===== src/rtl/cnv_seq_pkg.sv =====
// Package: shared command constants and sequencer state type.
// Assumes the converter's command codes as used by the sequencer.
package cnv_seq_pkg;
    localparam logic [7:0] BOOT_LEAD   = 8'h00;
    localparam logic [7:0] BOOT_ONES   = 8'hFF;
    localparam logic [7:0] CMD_WR_MODE = 8'h38;
    localparam logic [7:0] CMD_RD_DATA = 8'h48;
    localparam logic [7:0] MODE_SINGLE = 8'h40;
    localparam logic [7:0] MODE_DUMP   = 8'h08;
    localparam logic [7:0] MODE_WIDE   = 8'h02;

    typedef enum logic [2:0] {
        ST_BOOT, ST_RST, ST_IDLE, ST_CFG, ST_WAIT, ST_READ
    } seq_state_t;
endpackage


===== src/rtl/cnv_spi_byte.sv =====
// Module: one-byte SPI shifter, SCLK idle high.
// On go it latches tx and drops SCLK, shifting MSB first. MOSI changes on
// the falling edge and MISO is sampled on the rising edge. It pulses done
// after the last high phase. Assumes go only while idle.
module cnv_spi_byte #(
    parameter int HALF = 2
) (
    input  logic       clk,
    input  logic       rst_n,
    input  logic       go,
    input  logic [7:0] tx,
    input  logic       miso,
    output logic       sclk,
    output logic       mosi,
    output logic [7:0] rx,
    output logic       done
);
    localparam int HC_W = (HALF > 1) ? $clog2(HALF) : 1;

    logic            act, low;
    logic [HC_W-1:0] hc;
    logic [2:0]      bitn;
    logic [7:0]      sh;

    assign mosi = sh[7];

    // Bit timing, shift-out and sample-in.
    always_ff @(posedge clk) begin
        if (!rst_n) begin
            act  <= 1'b0;
            low  <= 1'b0;
            hc   <= '0;
            bitn <= '0;
            sh   <= '0;
            rx   <= '0;
            sclk <= 1'b1;
            done <= 1'b0;
        end else begin
            done <= 1'b0;
            if (!act) begin
                if (go) begin
                    act  <= 1'b1;
                    sh   <= tx;
                    sclk <= 1'b0;
                    low  <= 1'b1;
                    hc   <= '0;
                    bitn <= 3'd7;
                end
            end else if (hc != HC_W'(HALF - 1)) begin
                hc <= hc + 1'b1;
            end else begin
                hc <= '0;
                if (low) begin
                    sclk <= 1'b1;
                    low  <= 1'b0;
                    rx   <= {rx[6:0], miso};
                end else if (bitn == 3'd0) begin
                    act  <= 1'b0;
                    done <= 1'b1;
                end else begin
                    sclk <= 1'b0;
                    low  <= 1'b1;
                    bitn <= bitn - 1'b1;
                    sh   <= {sh[6:0], 1'b0};
                end
            end
        end
    end
endmodule


===== src/rtl/cnv_rdy_timer.sv =====
// Module: counts waiting cycles with ready still high.
// expire is high in the lim-th consecutive armed cycle with rdy_n high.
// Assumes lim >= 1 and that the wait ends as soon as rdy_n is low.
module cnv_rdy_timer #(
    parameter int TMO_W = 16
) (
    input  logic             clk,
    input  logic             rst_n,
    input  logic             arm,
    input  logic             rdy_n,
    input  logic [TMO_W-1:0] lim,
    output logic             expire
);
    logic [TMO_W-1:0] cnt;

    assign expire = arm && rdy_n && (cnt == lim - TMO_W'(1));

    // Wait counter, cleared whenever not armed.
    always_ff @(posedge clk) begin
        if (!rst_n || !arm) cnt <= '0;
        else if (rdy_n)     cnt <= cnt + 1'b1;
    end
endmodule


===== src/rtl/cnv_host_seq.sv =====
// Module: host command sequencer for a serial converter.
// Sends the bring-up reset pattern, then serves each start with a mode
// write, a wait for rdy_n low (bounded by tmo_lim) and a data read that
// sends zero bytes. Assumes rdy_n is already synchronous to clk.
module cnv_host_seq
    import cnv_seq_pkg::*;
#(
    parameter int SCLK_HALF = 2,
    parameter int TMO_W     = 16,
    parameter int CH_W      = 3
) (
    input  logic             clk,
    input  logic             rst_n,
    input  logic             start,
    input  logic [CH_W-1:0]  chan,
    input  logic             dump_en,
    input  logic             wide_en,
    input  logic [TMO_W-1:0] tmo_lim,
    input  logic             rdy_n,
    input  logic             miso,
    output logic             sclk,
    output logic             cs_n,
    output logic             mosi,
    output logic [23:0]      result,
    output logic [7:0]       status,
    output logic             valid,
    output logic             busy,
    output logic             tmo_err
);
    localparam int BIDX_W = 3;

    seq_state_t        st;
    logic [BIDX_W-1:0] bidx, last_idx;
    logic              go_q, cs_q, busy_q, valid_q, err_q;
    logic [CH_W-1:0]   ch_q;
    logic              dump_q, wide_q;
    logic [7:0]        tx_byte, rx_byte, ch_bits;
    logic              byte_done, tmo_fire;
    logic [23:0]       res_q;
    logic [7:0]        stat_q;

    assign ch_bits = 8'(ch_q);
    assign cs_n    = cs_q;
    assign busy    = busy_q;
    assign valid   = valid_q;
    assign tmo_err = err_q;
    assign result  = res_q;
    assign status  = stat_q;

    cnv_spi_byte #(.HALF(SCLK_HALF)) u_byte (
        .clk(clk), .rst_n(rst_n), .go(go_q), .tx(tx_byte), .miso(miso),
        .sclk(sclk), .mosi(mosi), .rx(rx_byte), .done(byte_done)
    );

    cnv_rdy_timer #(.TMO_W(TMO_W)) u_timer (
        .clk(clk), .rst_n(rst_n), .arm(st == ST_WAIT), .rdy_n(rdy_n),
        .lim(tmo_lim), .expire(tmo_fire)
    );

    // Index of the final byte of the current transfer.
    always_comb begin
        case (st)
            ST_RST:  last_idx = BIDX_W'(4);
            ST_CFG:  last_idx = BIDX_W'(1);
            ST_READ: last_idx = BIDX_W'(dump_q) + (wide_q ? BIDX_W'(3) : BIDX_W'(2));
            default: last_idx = '0;
        endcase
    end

    // Byte to send for the current state and byte index.
    always_comb begin
        case (st)
            ST_RST:  tx_byte = (bidx == '0) ? BOOT_LEAD : BOOT_ONES;
            ST_CFG:  tx_byte = (bidx == '0) ? (CMD_WR_MODE | ch_bits)
                             : (MODE_SINGLE | (dump_q ? MODE_DUMP : 8'h00)
                                            | (wide_q ? MODE_WIDE : 8'h00));
            ST_READ: tx_byte = (bidx == '0) ? (CMD_RD_DATA | ch_bits) : 8'h00;
            default: tx_byte = 8'h00;
        endcase
    end

    // Transaction sequencing, capture and handshake outputs.
    always_ff @(posedge clk) begin
        if (!rst_n) begin
            st      <= ST_BOOT;
            bidx    <= '0;
            go_q    <= 1'b0;
            cs_q    <= 1'b1;
            busy_q  <= 1'b1;
            valid_q <= 1'b0;
            err_q   <= 1'b0;
            ch_q    <= '0;
            dump_q  <= 1'b0;
            wide_q  <= 1'b0;
            res_q   <= '0;
            stat_q  <= '0;
        end else begin
            go_q    <= 1'b0;
            valid_q <= 1'b0;
            case (st)
                ST_BOOT: begin
                    st   <= ST_RST;
                    cs_q <= 1'b0;
                    go_q <= 1'b1;
                    bidx <= '0;
                end
                ST_IDLE: begin
                    if (start) begin
                        ch_q   <= chan;
                        dump_q <= dump_en;
                        wide_q <= wide_en;
                        busy_q <= 1'b1;
                        err_q  <= 1'b0;
                        res_q  <= '0;
                        stat_q <= '0;
                        st     <= ST_CFG;
                        cs_q   <= 1'b0;
                        go_q   <= 1'b1;
                        bidx   <= '0;
                    end
                end
                ST_WAIT: begin
                    if (!rdy_n) begin
                        st   <= ST_READ;
                        cs_q <= 1'b0;
                        go_q <= 1'b1;
                        bidx <= '0;
                    end else if (tmo_fire) begin
                        err_q  <= 1'b1;
                        busy_q <= 1'b0;
                        st     <= ST_IDLE;
                    end
                end
                default: begin
                    if (byte_done) begin
                        if (st == ST_READ && bidx != '0) begin
                            if (dump_q && bidx == BIDX_W'(1)) stat_q <= rx_byte;
                            else res_q <= {res_q[15:0], rx_byte};
                        end
                        if (bidx != last_idx) begin
                            bidx <= bidx + 1'b1;
                            go_q <= 1'b1;
                        end else begin
                            cs_q <= 1'b1;
                            case (st)
                                ST_CFG: st <= ST_WAIT;
                                ST_RST: begin
                                    st     <= ST_IDLE;
                                    busy_q <= 1'b0;
                                end
                                default: begin
                                    st      <= ST_IDLE;
                                    busy_q  <= 1'b0;
                                    valid_q <= 1'b1;
                                end
                            endcase
                        end
                    end
                end
            endcase
        end
    end
endmodule


===== config.mk =====
export PLATFORM = sky130hd
export DESIGN_NAME = cnv_host_seq
export DESIGN_NICKNAME = d
export VERILOG_FILES = /design/src/rtl/cnv_seq_pkg.sv /design/src/rtl/cnv_spi_byte.sv /design/src/rtl/cnv_rdy_timer.sv /design/src/rtl/cnv_host_seq.sv
export SDC_FILE = /design/constraint.sdc
export NUM_CORES = 1
export LEC_CHECK = 0
export ABC_AREA = 1
export CORE_MARGIN = 2
export CORE_UTILIZATION = 55
export DETAILED_ROUTE_END_ITERATION = 6
export GPL_TIMING_DRIVEN = 0
export PLACE_DENSITY = 0.76
export SYNTH_ARGS = -nofsm -noshare
export SYNTH_HDL_FRONTEND = slang
export SYNTH_HIERARCHICAL = 1
export SYNTH_SLANG_ARGS = --single-unit

===== constraint.sdc =====
create_clock -name clk -period 2.7 [get_ports clk]
set_input_delay 0.54 -clock clk [delete_from_list [all_inputs] [get_ports clk]]
set_output_delay 0.54 -clock clk [all_outputs]
set_load 0.005 [all_outputs]

==> reports/qor.txt <==
status - finished, final reports clean
CP endpoint kind - flop
CP most frequent cell - nand2_1
row count - 34
Fillers - 759
Crit Path Category - input port to flop
largest net degree at the start of global routing - 16
post-synth cell types - 39
Place WS - -0.3367 ns
Slew Limit Fails - 0
Final Critical Period - 2.504 ns
Placed Cells - 866
number of global-route vias before repair - 4351
slowest CP cell - clkdlybuf4s50_1
count of final setup violators - 0
WP data required - 2.96 ns
port buffer count - 63
Reg2Reg Launch Point - st[1]$_SDFFE_PN0P_
Worst VDD drop - 0.3604 mV
initial antenna violation count - 0
clk sinks - 88
Worst path max stage delay - 0.45 ns
post-synthesis mux area share - 0%
worst min-delay path startpoint - busy$_SDFFE_PN1P_
start point of the critical path - tmo_lim[0]
Syn Inst Count - 695
CTS max path bufs - 2
CTS tree - done
PwrDens - 657.1 nW/um^2
clock transition at the registers of the reported paths - 0.09 ns
Multi-input gate area - 2599 um^2
Worst Skew - 0.01145 ns
Die Wd - 97.32 um
FFs w/ async S/R, synth - 0%
routed wire length per instance - 12.90 um
Seq/Total Area, Yosys - 36.78%
fin crit share - 92.73%
DR vias - 4616
diodes inserted - 0
worst-margin pin slew - 0.7022 ns
TritonCTS Buffers - 9
post-synth net total - 729
sequential cell area - 1762 um^2
Post-Synth Adder-Cell Area - 2.090%
GRT Total Usage - 24.21%
Final #Nets - 804
CP arrival - 2.76 ns
Worst-Skew Late Latency - 0.36 ns
setup ws final - 0.1962 ns
worst-path fanout max - 4
post-synthesis register bit count - 88
Final Instance Area - 5811 um^2
Initial Utilization - 55.74%
metal3 WL - 596 um
drt total wl - 11390 um
share of cells above drive strength 1 - 13.03%
initial DRC count - 165
routed wl met2 - 5205 um
H-tree depth - 3
DRC violations left - 0
die area - 9471 um^2
M1 wire length - 5406 um
drt pass-1 iters - 4
Slew headroom - 53.19%
Max Fclk - 399.4 MHz
critical path cell sequence - clkdlybuf4s50_1, inv_2, ha_4, inv_1, nor2_2, nand3_2, nor2_2, nand3_1, nand2_1, nand2_1, nor2_1, nand2_1, nor2_4, nand2_1, a211oi_2, nand3_1, nand2_1, nand2_1
first-pass GRT wire length - 19350 um
Compound-Gate Fraction of Synth Area - 12.10%
gr ovfl total - 0
simple-gate portion of the synthesized area - 36.21%
drt via density - 5.228
largest family of logic cells by synthesized area - simple AND/OR/NAND/NOR gates
Synth Cell Area - 4790 um^2
Hold Path Class - flop to flop
top_reg_cell synth - dfxtp_1
warning count from the yosys run - 6
Max Used Layer - met4
Area Growth Syn to Fin - 21.32%
commonest non-fill, non-tap cell in the layout - nand2_1
antenna-violating nets left - 0
Layout Cells excl Fill - 883
DP HPWL - 8385 um
Max-Cap Viols - 0
placed inst area - 5555 um^2
io pins - 64
final hold vios - 0
die height - 97.32 um
Core ar. - 8593 um^2
Synth Area per Inst - 6.892 um^2
EDFF count, synth - 0
final RePlAce weighted congestion - 0.8846
Worst setup SP type - input port
most frequent cells in the layout - nand2_1 (173), dfxtp_1 (88), nor2_1 (85), inv_1 (69), clkdlybuf4s50_1 (63)
clock root cell - clkbuf_8
Leakage - 2.297 nW
post-synthesis xor/xnor area fraction - 3.292%
## layer usage
layer  GRT usage [%]  vias up
met5               0        -
met4           7.585        0
met3           4.388       20
met2           40.44      132
met1           31.99     2096
li1                -     2368
## area by class of cell
cell class	instances	area share [%]
multi-input cells	505	44.72
flip-flops and latches	88	30.32
repair buffers	64	10.98
inverters	79	5.211
plain buffers	23	2.649
well taps	108	2.326
clock buffers	10	2.196
clock inverters	6	1.593
## through the flow
step	hold WS [ns]	power, W	setup TNS [ns]	utilization (%)
after floorplan	0.4381	0.002454	0	-
after global placement	0.4310	0.002754	-1.105	64.65
after detailed placement	0.4465	0.002796	-1.300	64.65
after CTS	0.4619	0.003814	0	67.21
after global routing	0.4913	0.004051	-0.04503	67.62
final	0.4566	0.003818	0	67.62
## state kept, by name, indices dropped and copies added (netlist names), 3 cells and up
name         cells
st               3
u_timer/cnt     16
u_byte/rx        8
u_byte/bitn      3
u_byte/sh        8
bidx             3
status           8
result          24
ch_q             3
## synth_stat cells (9+ instances only)
library cell,instances,share of area [%]
nand2_1,173,14
dfxtp_1,88,37
nor2_1,87,6.8
inv_1,70,5.5
nand3_1,50,5.2
a21oi_1,49,5.1
o21ai_0,37,3.9
nand3_2,16,3.3
xor2_1,13,2.4
nand2_2,11,1.4
a21oi_2,10,1.8
buf_2,9,0.94
nand4_1,9,1.2
## final timing paths
check,slack (ns),cells after the start,to
worst max-delay path,0.20,18,busy$_SDFFE_PN1P_
worst max register to register,0.22,19,busy$_SDFFE_PN1P_
worst min-delay path,0.46,2,busy$_SDFFE_PN1P_
worst min register to register,0.46,2,busy$_SDFFE_PN1P_
## power breakdown
group	total, W	switching [W]	leakage [nW]	internal [W]
clock	0.00102	0.000489	0.108	0.000528
combinational	0.00130	0.000836	1.48	0.000461
sequential	0.00150	0.0000850	0.713	0.00142
## critical path: cells and delay by family
kind | cells | cell delay (ns)
AO/OA/AOI/OAI | 1 | 0.26
AND/OR/NAND/NOR | 13 | 1.19
buffers and inverters | 3 | 0.64
adder cells (fa/ha/maj) | 1 | 0.16
## logic make-up after synthesis
group	after synthesis
AOI/OAI and AO/OA	104
and+or+nand+nor	375
buffers and inverters	102
adders and majority gates	8
DFF	88
xor gates and xnor gates	18
## what timing repair did
| action | 4_1_cts | 5_1_grt |
|---|---|---|
| hold buffers | 0 | 0 |
| resized for setup | 0 | 7 |
| buffers inserted | 0 | 1 |
| setup endpoints to repair | 0 | 4 |
Note: power is estimated with default switching activity, not from simulation.
